**src/rtl/hlv_pkg.sv**
```systemverilog
package hlv_pkg;

  typedef enum logic [1:0] {
    ERR_NONE  = 2'd0,
    ERR_SIZE  = 2'd1,
    ERR_ALIGN = 2'd2,
    ERR_COUNT = 2'd3
  } errCode_e;

  // strobes from the control FSM to the datapath
  typedef struct packed {
    logic     loadHdr;
    logic     addPay;
    logic     accept;
    logic     reject;
    errCode_e code;
    logic     batchEnd;
  } strobe_t;

endpackage

```
**src/rtl/hlv_datapath.sv**
```systemverilog
module hlv_datapath
  import hlv_pkg::*;
#(
  parameter int ADDR_W        = 32,
  parameter int PAGE_BYTES    = 4096,
  parameter int MIN_HDR_BYTES = 64,
  parameter int CNT_W         = 11,
  parameter int SEQ_W         = 16,
  parameter int FRAG_LIMIT    = 4,
  localparam int PG_SH        = $clog2(PAGE_BYTES),
  localparam int LEN_W        = PG_SH + 1,
  localparam int PAGE_WORDS   = PAGE_BYTES / 4,
  localparam int RUN_W        = CNT_W + 1
) (
  input  logic              clk,
  input  logic              rstN,
  input  logic [ADDR_W-1:0] segAddr,
  input  logic [LEN_W-1:0]  segLen,
  input  logic [31:0]       segCtrl,
  input  strobe_t           strb,
  output errCode_e          hdrCode,
  output logic              hdrCountBad,
  output logic              hdrComplete,
  output errCode_e          payCode,
  output logic              payReach,
  output logic              payExact,
  output logic              pktValid,
  output logic [RUN_W-1:0]  pktSegs,
  output logic [RUN_W-1:0]  pktPages,
  output logic              pktCoalesce,
  output logic              pktBatchEnd,
  output logic [SEQ_W-1:0]  pktSeq,
  output logic              rejValid,
  output errCode_e          rejCode
);

  logic [RUN_W-1:0]  runCnt, declCnt, segCnt, pageCnt;
  logic [SEQ_W-1:0]  seqCnt;
  logic [RUN_W-1:0]  segWords, startCnt, declIn, nextRun, addPages;
  logic [RUN_W-1:0]  finalSegs, finalPages;
  logic [ADDR_W-1:0] lastByte;
  logic              lenTooBig, misaligned, crossPage;

  assign segWords   = RUN_W'(segLen[LEN_W-1:2]);
  assign startCnt   = segWords - RUN_W'(1);
  assign declIn     = RUN_W'(segCtrl[CNT_W-1:0]);
  assign lenTooBig  = segLen > LEN_W'(PAGE_BYTES);
  assign misaligned = (|segLen[1:0]) || (|segAddr[1:0]);

  always_comb begin
    if (segLen < LEN_W'(MIN_HDR_BYTES) || lenTooBig) hdrCode = ERR_SIZE;
    else if (misaligned)                              hdrCode = ERR_ALIGN;
    else                                              hdrCode = ERR_NONE;
    if (segLen == '0 || lenTooBig) payCode = ERR_SIZE;
    else if (misaligned)           payCode = ERR_ALIGN;
    else                           payCode = ERR_NONE;
  end

  assign hdrCountBad = (declIn < startCnt) || (declIn > startCnt + RUN_W'(PAGE_WORDS));
  assign hdrComplete = (declIn == startCnt);

  assign nextRun  = runCnt + segWords;
  assign payReach = nextRun >= declCnt;
  assign payExact = nextRun == declCnt;

  assign lastByte  = segAddr + ADDR_W'(segLen) - ADDR_W'(1);
  assign crossPage = segAddr[ADDR_W-1:PG_SH] != lastByte[ADDR_W-1:PG_SH];
  assign addPages  = crossPage ? RUN_W'(2) : RUN_W'(1);

  assign finalSegs  = strb.addPay ? segCnt + RUN_W'(1) : RUN_W'(1);
  assign finalPages = strb.addPay ? pageCnt + addPages : '0;

  // packet accumulation
  always_ff @(posedge clk) begin
    if (!rstN) begin
      runCnt  <= '0;
      declCnt <= '0;
      segCnt  <= '0;
      pageCnt <= '0;
    end else if (strb.loadHdr) begin
      runCnt  <= startCnt;
      declCnt <= declIn;
      segCnt  <= RUN_W'(1);
      pageCnt <= '0;
    end else if (strb.addPay) begin
      runCnt  <= nextRun;
      segCnt  <= segCnt + RUN_W'(1);
      pageCnt <= pageCnt + addPages;
    end
  end

  // report registers and sequence counter
  always_ff @(posedge clk) begin
    if (!rstN) begin
      seqCnt      <= '0;
      pktValid    <= 1'b0;
      pktSegs     <= '0;
      pktPages    <= '0;
      pktCoalesce <= 1'b0;
      pktBatchEnd <= 1'b0;
      pktSeq      <= '0;
      rejValid    <= 1'b0;
      rejCode     <= ERR_NONE;
    end else begin
      pktValid <= strb.accept;
      rejValid <= strb.reject;
      if (strb.reject) rejCode <= strb.code;
      if (strb.accept) begin
        pktSegs     <= finalSegs;
        pktPages    <= finalPages;
        pktCoalesce <= finalPages >= RUN_W'(FRAG_LIMIT);
        pktBatchEnd <= strb.batchEnd;
        pktSeq      <= seqCnt;
        seqCnt      <= seqCnt + SEQ_W'(1);
      end
    end
  end

  p_seq_step_r8: assert property (@(posedge clk) disable iff (!rstN)
    pktValid |-> seqCnt == pktSeq + SEQ_W'(1));

  p_reject_holds_seq_r8: assert property (@(posedge clk) disable iff (!rstN)
    rejValid |-> $stable(seqCnt));

  p_page_bounds_r6: assert property (@(posedge clk) disable iff (!rstN)
    pktValid |-> (pktPages >= pktSegs - RUN_W'(1)) &&
                 (pktPages <= (pktSegs - RUN_W'(1)) * RUN_W'(2)));

  p_single_outcome_r11: assert property (@(posedge clk) disable iff (!rstN)
    !(pktValid && rejValid));

endmodule

```
**src/rtl/hlv_ctrl.sv**
```systemverilog
module hlv_ctrl
  import hlv_pkg::*;
#(
  parameter int MAX_PKTS = 8,
  localparam int BATCH_W = $clog2(MAX_PKTS + 1)
) (
  input  logic     clk,
  input  logic     rstN,
  input  logic     segValid,
  input  logic     segLast,
  input  errCode_e hdrCode,
  input  logic     hdrCountBad,
  input  logic     hdrComplete,
  input  errCode_e payCode,
  input  logic     payReach,
  input  logic     payExact,
  output strobe_t  strb
);

  typedef enum logic [1:0] {ST_HDR, ST_PAY, ST_DROP} state_e;

  state_e             state, nextState;
  logic [BATCH_W-1:0] batchCnt, nextBatch;

  always_comb begin
    strb      = '0;
    nextState = state;
    nextBatch = batchCnt;
    if (segValid) begin
      unique case (state)
        ST_HDR: begin
          if (hdrCode != ERR_NONE) begin
            strb.reject = 1'b1;
            strb.code   = hdrCode;
          end else if (hdrCountBad || (!hdrComplete && segLast)) begin
            strb.reject = 1'b1;
            strb.code   = ERR_COUNT;
          end else if (hdrComplete) begin
            strb.accept = 1'b1;
          end else begin
            strb.loadHdr = 1'b1;
            nextState    = ST_PAY;
          end
        end
        ST_PAY: begin
          if (payCode != ERR_NONE) begin
            strb.reject = 1'b1;
            strb.code   = payCode;
          end else begin
            strb.addPay = 1'b1;
            if (payReach && payExact) begin
              strb.accept = 1'b1;
            end else if (payReach || segLast) begin
              strb.reject = 1'b1;
              strb.code   = ERR_COUNT;
            end
          end
        end
        default: if (segLast) nextState = ST_HDR;
      endcase
      if (strb.reject) nextState = segLast ? ST_HDR : ST_DROP;
      if (strb.accept) begin
        nextState     = ST_HDR;
        strb.batchEnd = segLast || (batchCnt == BATCH_W'(MAX_PKTS - 1));
        nextBatch     = strb.batchEnd ? '0 : batchCnt + BATCH_W'(1);
      end else if (segLast) begin
        nextBatch = '0;
      end
    end
  end

  always_ff @(posedge clk) begin
    if (!rstN) begin
      state    <= ST_HDR;
      batchCnt <= '0;
    end else begin
      state    <= nextState;
      batchCnt <= nextBatch;
    end
  end

  p_drop_quiet_r9: assert property (@(posedge clk) disable iff (!rstN)
    (state == ST_DROP) |-> !(strb.accept || strb.reject));

  p_batch_bound_r10: assert property (@(posedge clk) disable iff (!rstN)
    batchCnt < BATCH_W'(MAX_PKTS));

endmodule

```
**src/rtl/hdr_len_validator.sv**
```systemverilog
module hdr_len_validator
  import hlv_pkg::*;
#(
  parameter int ADDR_W        = 32,
  parameter int PAGE_BYTES    = 4096,
  parameter int MIN_HDR_BYTES = 64,
  parameter int CNT_W         = 11,
  parameter int SEQ_W         = 16,
  parameter int FRAG_LIMIT    = 4,
  parameter int MAX_PKTS      = 8,
  localparam int LEN_W        = $clog2(PAGE_BYTES) + 1,
  localparam int RUN_W        = CNT_W + 1
) (
  input  logic              clk,
  input  logic              rstN,
  input  logic              segValid,
  output logic              segReady,
  input  logic [ADDR_W-1:0] segAddr,
  input  logic [LEN_W-1:0]  segLen,
  input  logic [31:0]       segCtrl,
  input  logic              segLast,
  output logic              pktValid,
  output logic [RUN_W-1:0]  pktSegs,
  output logic [RUN_W-1:0]  pktPages,
  output logic              pktCoalesce,
  output logic              pktBatchEnd,
  output logic [SEQ_W-1:0]  pktSeq,
  output logic              rejValid,
  output logic [1:0]        rejCode
);

  strobe_t  strb;
  errCode_e hdrCode, payCode, rejCodeE;
  logic     hdrCountBad, hdrComplete, payReach, payExact;

  assign segReady = 1'b1;
  assign rejCode  = rejCodeE;

  hlv_ctrl #(.MAX_PKTS(MAX_PKTS)) uCtrl (
    .clk(clk), .rstN(rstN), .segValid(segValid), .segLast(segLast),
    .hdrCode(hdrCode), .hdrCountBad(hdrCountBad), .hdrComplete(hdrComplete),
    .payCode(payCode), .payReach(payReach), .payExact(payExact), .strb(strb)
  );

  hlv_datapath #(
    .ADDR_W(ADDR_W), .PAGE_BYTES(PAGE_BYTES), .MIN_HDR_BYTES(MIN_HDR_BYTES),
    .CNT_W(CNT_W), .SEQ_W(SEQ_W), .FRAG_LIMIT(FRAG_LIMIT)
  ) uData (
    .clk(clk), .rstN(rstN), .segAddr(segAddr), .segLen(segLen), .segCtrl(segCtrl),
    .strb(strb), .hdrCode(hdrCode), .hdrCountBad(hdrCountBad),
    .hdrComplete(hdrComplete), .payCode(payCode), .payReach(payReach),
    .payExact(payExact), .pktValid(pktValid), .pktSegs(pktSegs),
    .pktPages(pktPages), .pktCoalesce(pktCoalesce), .pktBatchEnd(pktBatchEnd),
    .pktSeq(pktSeq), .rejValid(rejValid), .rejCode(rejCodeE)
  );

endmodule

```
**config.mk**
```make
export PLATFORM = sky130hd
export DESIGN_NAME = hdr_len_validator
export DESIGN_NICKNAME = d
export VERILOG_FILES = /design/src/rtl/hlv_pkg.sv /design/src/rtl/hlv_datapath.sv /design/src/rtl/hlv_ctrl.sv /design/src/rtl/hdr_len_validator.sv
export SDC_FILE = /design/constraint.sdc
export NUM_CORES = 1
export LEC_CHECK = 0
export ABC_AREA = 1
export BUFFER_PORTS_ARGS = -buffer_cell sky130_fd_sc_hd__buf_2
export CAP_MARGIN = 20
export CELL_PAD_IN_SITES_DETAIL_PLACEMENT = 1
export CELL_PAD_IN_SITES_GLOBAL_PLACEMENT = 2
export CORE_ASPECT_RATIO = 2
export CORE_MARGIN = 5
export CORE_UTILIZATION = 32
export CTS_CLUSTER_SIZE = 16
export DETAILED_ROUTE_END_ITERATION = 6
export GPL_TIMING_DRIVEN = 0
export PLACE_DENSITY_LB_ADDON = 0.12
export RECOVER_POWER = 25
export SLEW_MARGIN = 25
export SYNTH_ARGS = -nofsm -noshare
export SYNTH_HDL_FRONTEND = slang
export SYNTH_SLANG_ARGS = --single-unit
```
**constraint.sdc**
```tcl
create_clock -name clk -period 5.9 [get_ports clk]
set_clock_uncertainty 0.2 [all_clocks]
set_input_delay 0.295 -clock clk [delete_from_list [all_inputs] [get_ports clk]]
set_output_delay 0.295 -clock clk [all_outputs]
set_load 0.02 [all_outputs]
```
# ---- Word-level counts from Yosys, hierarchy flattened
# Index checks and enable logic that the tools add are counted.
dict set report totals {
  regBits 115
  out_inout_bits 47
  elab_cells 103
}
dict set report classes {
  add_sub_neg 9
  magnitude_cmp 6
  eq_ne 9
  mux 40
  bitwise_logic 1
  n_reduce_logical 22
}
# operator count
set op_table {}
lappend op_table {{$mux W12} 4}
lappend op_table {{$add A32 B13 Y32} 1}
lappend op_table {{$sub A32 B1 Y32 const B} 1}
lappend op_table {{$mux W2} 12}
lappend op_table {{$ne A20 B20 Y1} 1}
lappend op_table {{$add A16 B1 Y16 const B} 1}
lappend op_table {{$mux W4} 4}
lappend op_table {{$mux W3} 5}
lappend op_table {{$gt A13 B13 Y1 const B} 1}
lappend op_table {{$logic_not A13 Y1} 1}
lappend op_table {{$lt A13 B7 Y1 const B} 1}
lappend op_table {{$add A12 B1 Y12 const B} 1}
lappend op_table {{$add A12 B11 Y12} 1}
lappend op_table {{$add A12 B11 Y12 const B} 1}
lappend op_table {{$add A12 B12 Y12} 1}
lappend op_table {{$eq A11 B12 Y1} 1}
lappend op_table {{$eq A12 B11 Y1} 1}
lappend op_table {{$ge A12 B11 Y1} 1}
lappend op_table {{$ge A12 B3 Y1 const B} 1}
lappend op_table {{$gt A11 B12 Y1} 1}
lappend op_table {{$lt A11 B12 Y1} 1}
lappend op_table {{$mux W1} 12}
lappend op_table {{$ne A4 B4 Y1 const B} 3}
lappend op_table {{$sub A11 B1 Y12 const B} 1}
lappend op_table {{other kinds (17)} 29}

# ---- Depth between registers and ports, before layout
# Gate-level depths: netlist (run 1).
dict set report logic_depth {
  ltp_word 13
  ltp_mapped 35
  mapped_depth_nobuf 35
}

# ---- By module
# From an unflattened synthesis (run 1), not the netlist that was laid out.
dict set report hier_totals {
  hier_cells 1385
  hier_area_um2 8876.0
}
# mod instances cells_each area_each_um2 seq_area_each_um2
set by_module_without_submodules {}
lappend by_module_without_submodules {hlv_datapath 1 1294 8310.5 2182.1}
lappend by_module_without_submodules {hlv_ctrl 1 89 554.3 120.1}
lappend by_module_without_submodules {hdr_len_validator 1 2 11.3 0.0}

# ---- Worst setup path after synthesis (run 1)
# No wires, ideal clock.
dict set report synth_path {
  path_kind {input-to-reg}
  start {in segLen[2]}
  end {reg uData.pktCoalesce}
  arrival_ns 3.821
  required_time_ns 5.578
  setup_slack_ns 1.757
  path_stages 33
  n_path_buf 0
  path_cell_list {inv_1 ha_1 inv_1 ha_1 inv_1 o21ai_0 a21oi_1 o21ai_0 nand2_1 nand2_1 nand2_1 nand2_1 nor2_1 nor2_1 nand3_1 nor2_1 nand3_1 nor2_1 ha_1 fa_1 nand2_1 inv_1 nand2_1 nor2_1 nand3_1 nor2_1 nand3_1 xor2_1 nor2_1 inv_1 nand3_1 nor3_1 a21oi_1}
}
dict set report synth_between {
  elab_chain_cells 10
}
# item line_no
set synth_lines {}
lappend synth_lines {{start: declaration} hdr_len_validator.sv:19} ;# input logic [LEN_W-1:0] segLen,
lappend synth_lines {{branches (longest 10 deep; another with $add A32 B13 Y32)} -}
lappend synth_lines {{end signal: assignment} hlv_datapath.sv:111} ;# pktCoalesce <= finalPages >= RUN_W'(FRAG_LIMIT);
lappend synth_lines {{end: declaration} hlv_datapath.sv:30} ;# output logic pktCoalesce,
# Parallel ways; which one is timed is not known. The select of a mux whose other input is x is not followed.
# A chain may end at the register's enable or synchronous reset.

# ---- Final worst setup path (run 1)
dict set report layout_path {
  start {in segLen[12]}
  end {reg uData.pktCoalesce}
}
# Same word-level chain as after synthesis.

==> metrics list, run 1 <==
* Overflow left after global routing: 0
- Maximum number of pins on one net before global-route repair: 17
- The number of global-route vias before repair came to 9447.
- For flop-to-flop paths, the worst setup slack is 2.02 ns.
* CP startpoint kind: primary input
- The die covers 0.0311 sq mm.
- Post-cts repair resize count: 0
- The share of total power dissipated in the clock network is 45.8%.
- Placed wire-length estimate after detailed placement: 24800 microns
* Hold_ws: 0.0155 ns
- Total DRC errors in the routed layout: 0
- Internal power consumption: 0.00157 W
- Proportion of register bits with asynchronous set or reset after synthesis: 0%
- Share of Yosys cell area claimed by the top area cell type: 26.2%
* Clock transition at the register clock pins on the worst setup and hold paths after CTS: 0.06 ns
* CP peak stage delay: 0.39 ns
- Run status: finished, final reports clean
* Via density per instance: 4.92
* Sequential share of power: 34.6%
* Worst hold endpoint: uData.declCnt[1]
- Clock tree synthesis found a total of 115 sinks.
- Gate power share: 19.6%
- Each instance of the synthesized netlist takes up on average 6.59 sq um.
- Count of routing violations after the opening detailed-route iteration: 316
- Element type at the critical path end: register
- In the final design database the tool counted 1628 nets.
- Routed wire length: 30000 microns
- Achievable Freq: 193 MHz
- Headroom to the max-slew limit came out at 43.0%.
- Family of cells with the greatest summed delay on the critical path: simple AND/OR/NAND/NOR gates
* # diodes: 0
- Switching share of power: 30.5%
- Fraction of the core area covered by cells at the end of the flow: 37.9%
* Capture instance of the worst register-to-register path: uData.seqCnt[10]
* Antenna viol nets, final: 0
- Leak: 4.60 nW
- Counting both buffers and inverters, the worst setup path holds a total of 5.
- Yosys attributes the largest share of cell area to sky130_fd_sc_hd__dfxtp_1 26%, sky130_fd_sc_hd__ha_1 12%, sky130_fd_sc_hd__nand2_1 11%.
- Kind of path behind the tightest hold check: in -> reg
- Instance count on the critical path: 32
- Setup TNS: 0 ns
- Cell area after placement: 0.00974 sq mm
* Std-Cell Rows: 86
* Clock Tree Root: sky130_fd_sc_hd__clkbuf_16
- The count of endpoints failing hold in the final timing report came to 0.
* Largest fanout on the critical path: 4
- Synthesis inferred 115 register bits.
- In this run the standard cell core region covers 0.0273 sq mm.
* Vias post-DR: 9001
- Post-Synthesis Cell Area: 0.00879 sq mm
- Clock Tree Buf Depth: 2
* Fraction of the yosys area taken by sequential cells: 26.2%
- CTS tree: yes
- At the worst endpoint, the required time is 6.00 ns.
- Initial DRT Pass Iterations: 4
- In this run the vertical extent of the chip is 244 microns.
- Post-synth net total: 1498
- Minimum clock period: 5.19 ns
- The tool flagged a number of max-cap violations equal to 0.
* Post-synthesis cell type with the largest combined area: sky130_fd_sc_hd__dfxtp_1
- First-pass GRT wire length: 49200 microns
* Startpoint-to-endpoint class of the critical path: in -> reg
- WHS Path Cells: 3
* Area of all placed cells without fillers: 0.0104 sq mm
* Count of warnings emitted by yosys: 0
- IR drop worst, VDD: 0.000172 V
- Share of post-route cells with drive strength above 1: 11.2%
- Power density normalized to cell area: 218 mW/mm^2
- Global routing consumed, over all layers together, 19.7% of the routing resources.
- Origin of the worst min-delay path: segCtrl[1]
* Placer's final routability congestion estimate: 0.852
* Antenna violations before repair: 0
- For this design the top-level I/O count stands at 128.
- In this run the horizontal extent of the chip is 127 microns.
- Dividing the detail-routed wire length by the instance count gives 16.4 microns.
- During placement, the flow inserted port buffers numbering 103.
* Later-pin clock latency in the skew report: 0.42 ns
* Worst Tran Pin Value: 0.855 ns
- Max-slew violation count: 0
- The H-tree generated during clock tree synthesis spans 4 levels.
* Starting Density: 32.2%
- CP Data Arrival Time: 5.30 ns
* Area Overhead vs Synth: 18.0%
- Final worst path period share: 88.0%
- In this run, CTS created clock tree buffers numbering 17.
- The worst register-to-register path begins at uData.runCnt[0].
- The synthesized netlist contains 52 unique library cells.
* Unrepaired setup endpoints after global routing: no
* Final number of setup-violating endpoints: 0
- Top FF cell, synth: sky130_fd_sc_hd__dfxtp_1
- Post-CTS timing repair inserted 0 buffers for setup.
* Most common cell type on the critical path: sky130_fd_sc_hd__nor2_1
* Cell count of the worst reg-to-reg path: 22
* Syn Inst Count: 1333
* Number of enable flip-flop cells after synthesis: 0
- On the critical path, the stage with the largest delay is an instance of sky130_fd_sc_hd__o21ai_0.
- For this design the total switching power over the nets is 0.000688 W.
## worst max path at each step
stage / from / endpoint
4_1_cts: segLen[12] / uData.pktCoalesce
5_1_grt: segLen[2] / uData.pktCoalesce
2_1_floorplan: segLen[2] / uData.pktCoalesce
3_3_place_gp: segLen[12] / uData.pktCoalesce
6_report: segLen[12] / uData.pktCoalesce
3_5_place_dp: segLen[12] / uData.pktCoalesce
## cell type report
class / count / area (sq um)
well taps: 352 / 440
repair buffers: 111 / 546
fillers: 3637 / 17000
multi-input cells: 986 / 5540
plain buffers: 31 / 186
inverters: 201 / 761
clock inverters: 9 / 93.8
flip-flops and latches: 115 / 2300
clock buffers: 23 / 498
## cells by family after synthesis
logic type,after synthesis,share of synthesized area (%)
DFF,115,26.2
xor gates and xnor gates,47,4.68
buffers and inverters,232,10.8
other,1,0.0427
and+or+nand+nor,579,29.0
AOI/OAI and AO/OA,275,17.2
adders and majority gates,84,12.1
## cell usage after synthesis (3+ instances only)
library cell / instances
sky130_fd_sc_hd__nor2_2: 7
sky130_fd_sc_hd__nand4_1: 22
sky130_fd_sc_hd__nand3_1: 64
sky130_fd_sc_hd__nand2_2: 12
sky130_fd_sc_hd__buf_2: 8
sky130_fd_sc_hd__ha_1: 82
sky130_fd_sc_hd__o211ai_1: 10
sky130_fd_sc_hd__o21bai_1: 3
sky130_fd_sc_hd__o21a_1: 4
sky130_fd_sc_hd__o2111ai_1: 3
sky130_fd_sc_hd__or2_2: 5
sky130_fd_sc_hd__inv_1: 194
sky130_fd_sc_hd__xnor2_1: 15
sky130_fd_sc_hd__clkbuf_1: 12
sky130_fd_sc_hd__nand2_1: 251
sky130_fd_sc_hd__nor3_1: 22
sky130_fd_sc_hd__nor4_1: 3
sky130_fd_sc_hd__dfxtp_1: 115
sky130_fd_sc_hd__nor2_4: 5
sky130_fd_sc_hd__nor2_1: 170
sky130_fd_sc_hd__a211oi_2: 3
sky130_fd_sc_hd__a31oi_1: 6
sky130_fd_sc_hd__o21ai_0: 66
sky130_fd_sc_hd__xor2_1: 32
sky130_fd_sc_hd__nand3b_1: 8
sky130_fd_sc_hd__o22ai_1: 3
sky130_fd_sc_hd__o21ai_1: 18
sky130_fd_sc_hd__a21o_1: 4
sky130_fd_sc_hd__buf_4: 6
sky130_fd_sc_hd__a21oi_1: 144
sky130_fd_sc_hd__inv_2: 5
sky130_fd_sc_hd__buf_6: 5
## power groups by stage
stage	Combinational, W	Clock (W)	Sequential (W)
detailed placement	0.000440	0	0.000798
finish	0.000442	0.00103	0.000781
CTS	0.000447	0.00106	0.000781
floorplan	0.000296	0	0.000800
global placement	0.000431	0	0.000798
global route	0.000506	0.00109	0.000781
## layer usage
metal | share of wire, % | up-vias | track usage [%] | wire length, microns
met4 | 1.8 | 0 | 5.18 | 534
met5 | 0 | - | 0 | 0
met3 | 2.1 | 34 | 2.36 | 622
met2 | 48 | 107 | 33.5 | 14500
met1 | 48 | 4230 | 26.2 | 14400
li1 | - | 4630 | - | -
## placed cells by master (no fill, tap or decap), types with 6 or more instances in the layout
cell type,n
sky130_fd_sc_hd__nand3_1,64
sky130_fd_sc_hd__dlygate4sd3_1,8
sky130_fd_sc_hd__nand2_1,251
sky130_fd_sc_hd__nand4_1,22
sky130_fd_sc_hd__buf_4,6
sky130_fd_sc_hd__inv_1,194
sky130_fd_sc_hd__buf_2,71
sky130_fd_sc_hd__dfxtp_1,115
sky130_fd_sc_hd__o21ai_1,18
sky130_fd_sc_hd__xnor2_1,15
sky130_fd_sc_hd__a21oi_1,144
sky130_fd_sc_hd__nor2_1,170
sky130_fd_sc_hd__nor3_1,22
sky130_fd_sc_hd__a31oi_1,6
sky130_fd_sc_hd__clkbuf_1,53
sky130_fd_sc_hd__ha_1,82
sky130_fd_sc_hd__nand2_2,12
sky130_fd_sc_hd__o21ai_0,66
sky130_fd_sc_hd__xor2_1,32
sky130_fd_sc_hd__nand3b_1,8
sky130_fd_sc_hd__nor2_2,7
sky130_fd_sc_hd__clkbuf_16,17
sky130_fd_sc_hd__o211ai_1,10
## timing repair
item	CTS	global route
endpoints found under the hold margin	8	0
hold buffers	8	0
endpoints found under the setup margin	0	0
## flip-flops by register name, summed over array words and instances, names as in the netlist
name	count
uCtrl.batchCnt	4
uCtrl.state	2
uData.declCnt	11
uData.pageCnt	12
uData.pktBatchEnd	1
uData.pktCoalesce	1
uData.pktPages	12
uData.pktSegs	12
uData.pktSeq	16
uData.pktValid	1
uData.rejCode	2
uData.rejValid	1
uData.runCnt	12
uData.segCnt	12
uData.seqCnt	16
## worst reg2reg max path: stages (launching register included)
cell and delay, ns:
sky130_fd_sc_hd__dfxtp_1 0.31, sky130_fd_sc_hd__ha_1 0.21, sky130_fd_sc_hd__fa_1 0.42, sky130_fd_sc_hd__nand3_1 0.11, sky130_fd_sc_hd__nand2_1 0.12, sky130_fd_sc_hd__nand4_1 0.10
sky130_fd_sc_hd__o211ai_1 0.15, sky130_fd_sc_hd__nand2_1 0.10, sky130_fd_sc_hd__nand2_1 0.05, sky130_fd_sc_hd__a21oi_1 0.15, sky130_fd_sc_hd__xnor2_1 0.14, sky130_fd_sc_hd__ha_1 0.32
sky130_fd_sc_hd__nand3_1 0.11, sky130_fd_sc_hd__inv_1 0.17, sky130_fd_sc_hd__nand4_4 0.13, sky130_fd_sc_hd__nand2_2 0.24, sky130_fd_sc_hd__nand2_4 0.19, sky130_fd_sc_hd__inv_6 0.17
sky130_fd_sc_hd__nand2_2 0.10, sky130_fd_sc_hd__nor2_2 0.13, sky130_fd_sc_hd__nand2_1 0.07, sky130_fd_sc_hd__nand2_1 0.06, sky130_fd_sc_hd__nor2_1 0.05
## per-stage QoR
step	cells	power, W	worst slack [ns]
2_1_floorplan	1333	0.00110	1.76
3_3_place_gp	1788	0.00123	0.329
3_5_place_dp	1788	0.00124	0.220
4_1_cts	1828	0.00228	0.661
5_1_grt	1828	0.00238	0.196
6_report	1828	0.00226	0.709
No activity file was read; power rests on OpenSTA's default activity.
==> inputs of run 2 (changes only) <==
--- a/config.mk
+++ b/config.mk
@@ -11,7 +11,7 @@
 export CELL_PAD_IN_SITES_DETAIL_PLACEMENT = 1
 export CELL_PAD_IN_SITES_GLOBAL_PLACEMENT = 2
 export CORE_ASPECT_RATIO = 2
-export CORE_MARGIN = 5
+export CORE_MARGIN = 1
 export CORE_UTILIZATION = 32
 export CTS_CLUSTER_SIZE = 16
 export DETAILED_ROUTE_END_ITERATION = 6
==> run 2 against run 1 <==
- via count up 1.8%
- register-to-register slack worse by 0.03 ns
- die area is 9.4% lower
- worst hold slack improved by 0.042 ns
- cell count is the same
- critical path depth is the same
- first-iteration DRC count is 26% lower
- highest routed layer unchanged
==> metrics list, run 2 (synthesis gave the netlist of run 1 again) <==
- Total global routing track utilization: 23.6% (was 19.7%)
- The critical path capture point type is a register (unchanged).
* Switching component of the power: 0.000715 W (was 0.000688 W)
* Avg WL per Cell: 17.6 microns (was 16.4 microns)
* Core Area: 0.0269 sq mm (was 0.0273 sq mm)
* Biggest registers after layout: uData.pktSeq: 16 flops, uData.seqCnt: 16 flops (unchanged)
- Switching share of power: 30.9% (was 30.5%)
- Most common cell type on the critical path: sky130_fd_sc_hd__nor2_1 (unchanged)
* Max-slew violation count: 0 (unchanged)
* Total Power: 0.00231 W (was 0.00226 W)
- Largest fanout on the critical path: 4 (unchanged)
- Clock Tree Root: sky130_fd_sc_hd__clkbuf_16 (unchanged)
* Final number of setup-violating endpoints: 0 (unchanged)
- Kind of path behind the tightest hold check: in -> reg (unchanged)
* CTS tree: yes (unchanged)
- The number of buffers between clock root and the deepest sink is 2 (unchanged).
* Leading cell types in the layout, fill and taps excluded: 251 x sky130_fd_sc_hd__nand2_1, 194 x sky130_fd_sc_hd__inv_1, 170 x sky130_fd_sc_hd__nor2_1 (unchanged)
- The buffer count from post-CTS setup fixing came to 0 (unchanged).
- Quantity of I/O buffers inserted on ports: 103 (unchanged)
* Sequential cell area: 0.00230 sq mm (unchanged)
- The critical path class is in -> reg (unchanged).
* Placed wire-length estimate after detailed placement: 27200 microns (was 24800 microns)
- Vias in the first global route: 9847 (was 9447)
- Worst-case headroom to the max-slew limit: 32.3% (was 43.0%)
- The global-route wire length before repair came to 50600 microns (was 49200 microns).
- The number of buffers and inverters on the critical path came to 5 (unchanged).
* Starting Density: 32.7% (was 32.2%)
* Minimum clock period: 5.40 ns (was 5.19 ns)
* Fraction of the core area covered by cells at the end of the flow: 38.7% (was 37.9%)
* Number of nets in the final layout: 1632 (was 1628)
- The summed negative setup slack over all endpoints was 0 ns (unchanged).
- The worst hold slack is 0.0570 ns (was 0.0155 ns).
- The actual transition at the worst max-transition pin is 1.02 ns (was 0.855 ns).
* Gate power share: 19.8% (was 19.6%)
- The synthesis-to-finish area growth is 18.5% (was 18.0%).
- Via density per instance: 5.01 (was 4.92)
- Top-level I/O count: 128 (unchanged)
- The die area is 0.0282 sq mm (was 0.0311 sq mm).
- Leading cell type in the layout, fill and taps excluded: sky130_fd_sc_hd__nand2_1 (unchanged)
- The DRC marker count from the first detailed-route iteration is 233 (was 316).
* Antenna violations before repair: 0 (unchanged)
- Share of post-route cells with drive strength above 1: 11.2% (about the same)
- CP peak stage delay: 0.45 ns (was 0.39 ns)
- Internal power consumption: 0.00160 W (was 0.00157 W)
- The relative contribution of sequential cells to total power was 33.8% (was 34.6%).
- The overall die width is 119 microns (was 127 microns).
* Unrepaired setup endpoints after global routing: no (unchanged)
- Overflow left after global routing: 0 (unchanged)
- The total via count after detailed routing came to 9165 (was 9001).
- Run status: finished, final reports clean (unchanged)
* Number of clock sinks seen by CTS: 115 (unchanged)
* H-tree Lvls: 4 (unchanged)
- The number of max-capacitance violations reported was 0 (unchanged).
- Final hold violation count: 0 (unchanged)
* Leak: 4.63 nW (was 4.60 nW)
- The data arrival at the endpoint of the critical path came to 5.50 ns (was 5.30 ns).
* Clock transition at the register clock pins on the worst setup and hold paths after CTS: 0.06 ns (about the same)
* Later-pin clock latency in the skew report: 0.43 ns (was 0.42 ns)
* Power density normalized to cell area: 222 mW/mm^2 (was 218 mW/mm^2)
* Multi-input gate area in the final layout: 0.00554 sq mm (unchanged)
- Placer's final routability congestion estimate: 0.920 (was 0.852)
- The diode insertion count for antenna repair was 0 (unchanged).
* Req. time, crit path: 6.00 ns (about the same)
* Achievable Freq: 185 MHz (was 193 MHz)
- Antenna viol nets, final: 0 (unchanged)
* CP startpoint kind: primary input (unchanged)
* Clock share of power: 46.4% (was 45.8%)
* Routed wire length: 32100 microns (was 30000 microns)
* Final worst path period share: 91.5% (was 88.0%)
- Total clock buffers created by CTS: 17 (unchanged)
* Cell area after placement: 0.00974 sq mm (about the same)
- Initial DRT Pass Iterations: 4 (unchanged)
- The number of rows created at floorplan was 85 (was 86).
- The worst supply voltage drop on vdd was 0.000207 V (was 0.000172 V).
- Total DRC errors in the routed layout: 0 (unchanged)
* Area of all placed cells without fillers: 0.0104 sq mm (about the same)
- Maximum number of pins on one net before global-route repair: 17 (unchanged)
* Die Span Y: 236 microns (was 244 microns)
* Crit path max-delay cell type: sky130_fd_sc_hd__o21ai_1 (was sky130_fd_sc_hd__o21ai_0)
- Fill cell count: 3568 (was 3637)
* Family of cells with the greatest summed delay on the critical path: simple AND/OR/NAND/NOR gates (unchanged)
==> run 2: changes by cell type in the layout (fill, tap and decap cells not counted), sizes merged <==
| cell | previous run | this run |
|---|---|---|
| clkinv | 1 | 7 |
| clkinvlp | 5 | 3 |
| clkbuf | 75 | 69 |
| bufinv | 1 | 3 |
| dlygate4sd3 | 8 | 12 |
==> run 2: through the flow <==
step                setup slack [ns]  cells
floorplan                       1.76   1333
global placement              -0.169   1784
detailed placement            -0.193   1784
CTS                            0.242   1828
global route                   0.104   1828
finish                         0.503   1828
==> run 2: timing repair <==
| item | CTS | global route |
|---|---|---|
| endpoints found under the hold margin | 12 | 0 |
| setup endpoints to repair | 0 | 1 |
| hold buffers | 12 | 0 |
| resized for setup | 0 | 2 |
==> run 2: worst paths after layout <==
check                    from           endpoint  slack [ns]  cells after the start
min                  segValid     uData.rejValid        0.06                      3
max                segLen[12]  uData.pktCoalesce        0.50                     32
min reg2reg  uData.declCnt[0]   uData.declCnt[0]        0.26                      2
max reg2reg   uData.runCnt[0]   uData.pktSegs[2]        1.99                     19
==> run 2: layer usage <==
metal / wire length [microns] / up-vias / global-route usage (%)
li1: - / 4624 / -
met2: 19300 / 127 / 50.5
met3: 555 / 58 / 2.76
met1: 10900 / 4356 / 20.2
met4: 1430 / 0 / 11.7
met5: 0 / - / 0
==> run 2: layout make-up <==
class | instances | area share [%]
plain buffers | 31 | 1.79
clock buffers | 17 | 4.08
flip-flops and latches | 115 | 22.1
repair buffers | 115 | 5.62
multi-input cells | 986 | 53.2
well taps | 348 | 4.18
clock inverters | 15 | 1.73
inverters | 201 | 7.30
==> run 2: power by group through the flow <==
stage	sequential [W]	combinational, W	clock [W]
3_3_place_gp	0.000798	0.000454	0
3_5_place_dp	0.000798	0.000459	0
4_1_cts	0.000781	0.000468	0.00110
5_1_grt	0.000781	0.000516	0.00113
6_report	0.000781	0.000459	0.00107
2_1_floorplan	0.000800	0.000296	0
==> run 2: worst register-to-register path, stage by stage (launching register included) <==
cell and delay [ns]:
sky130_fd_sc_hd__dfxtp_1 0.31, sky130_fd_sc_hd__ha_1 0.21, sky130_fd_sc_hd__fa_1 0.41, sky130_fd_sc_hd__nand3_1 0.11, sky130_fd_sc_hd__nand2_1 0.12, sky130_fd_sc_hd__nand4_1 0.11, sky130_fd_sc_hd__o211ai_1 0.14, sky130_fd_sc_hd__nand2_1 0.10
sky130_fd_sc_hd__nand2_1 0.05, sky130_fd_sc_hd__a21oi_1 0.15, sky130_fd_sc_hd__xnor2_1 0.13, sky130_fd_sc_hd__ha_1 0.32, sky130_fd_sc_hd__nand3_1 0.16, sky130_fd_sc_hd__inv_1 0.20, sky130_fd_sc_hd__nand4_4 0.13, sky130_fd_sc_hd__nand2_2 0.22
sky130_fd_sc_hd__nand2_4 0.18, sky130_fd_sc_hd__inv_6 0.19, sky130_fd_sc_hd__buf_2 0.27, sky130_fd_sc_hd__a21oi_1 0.10
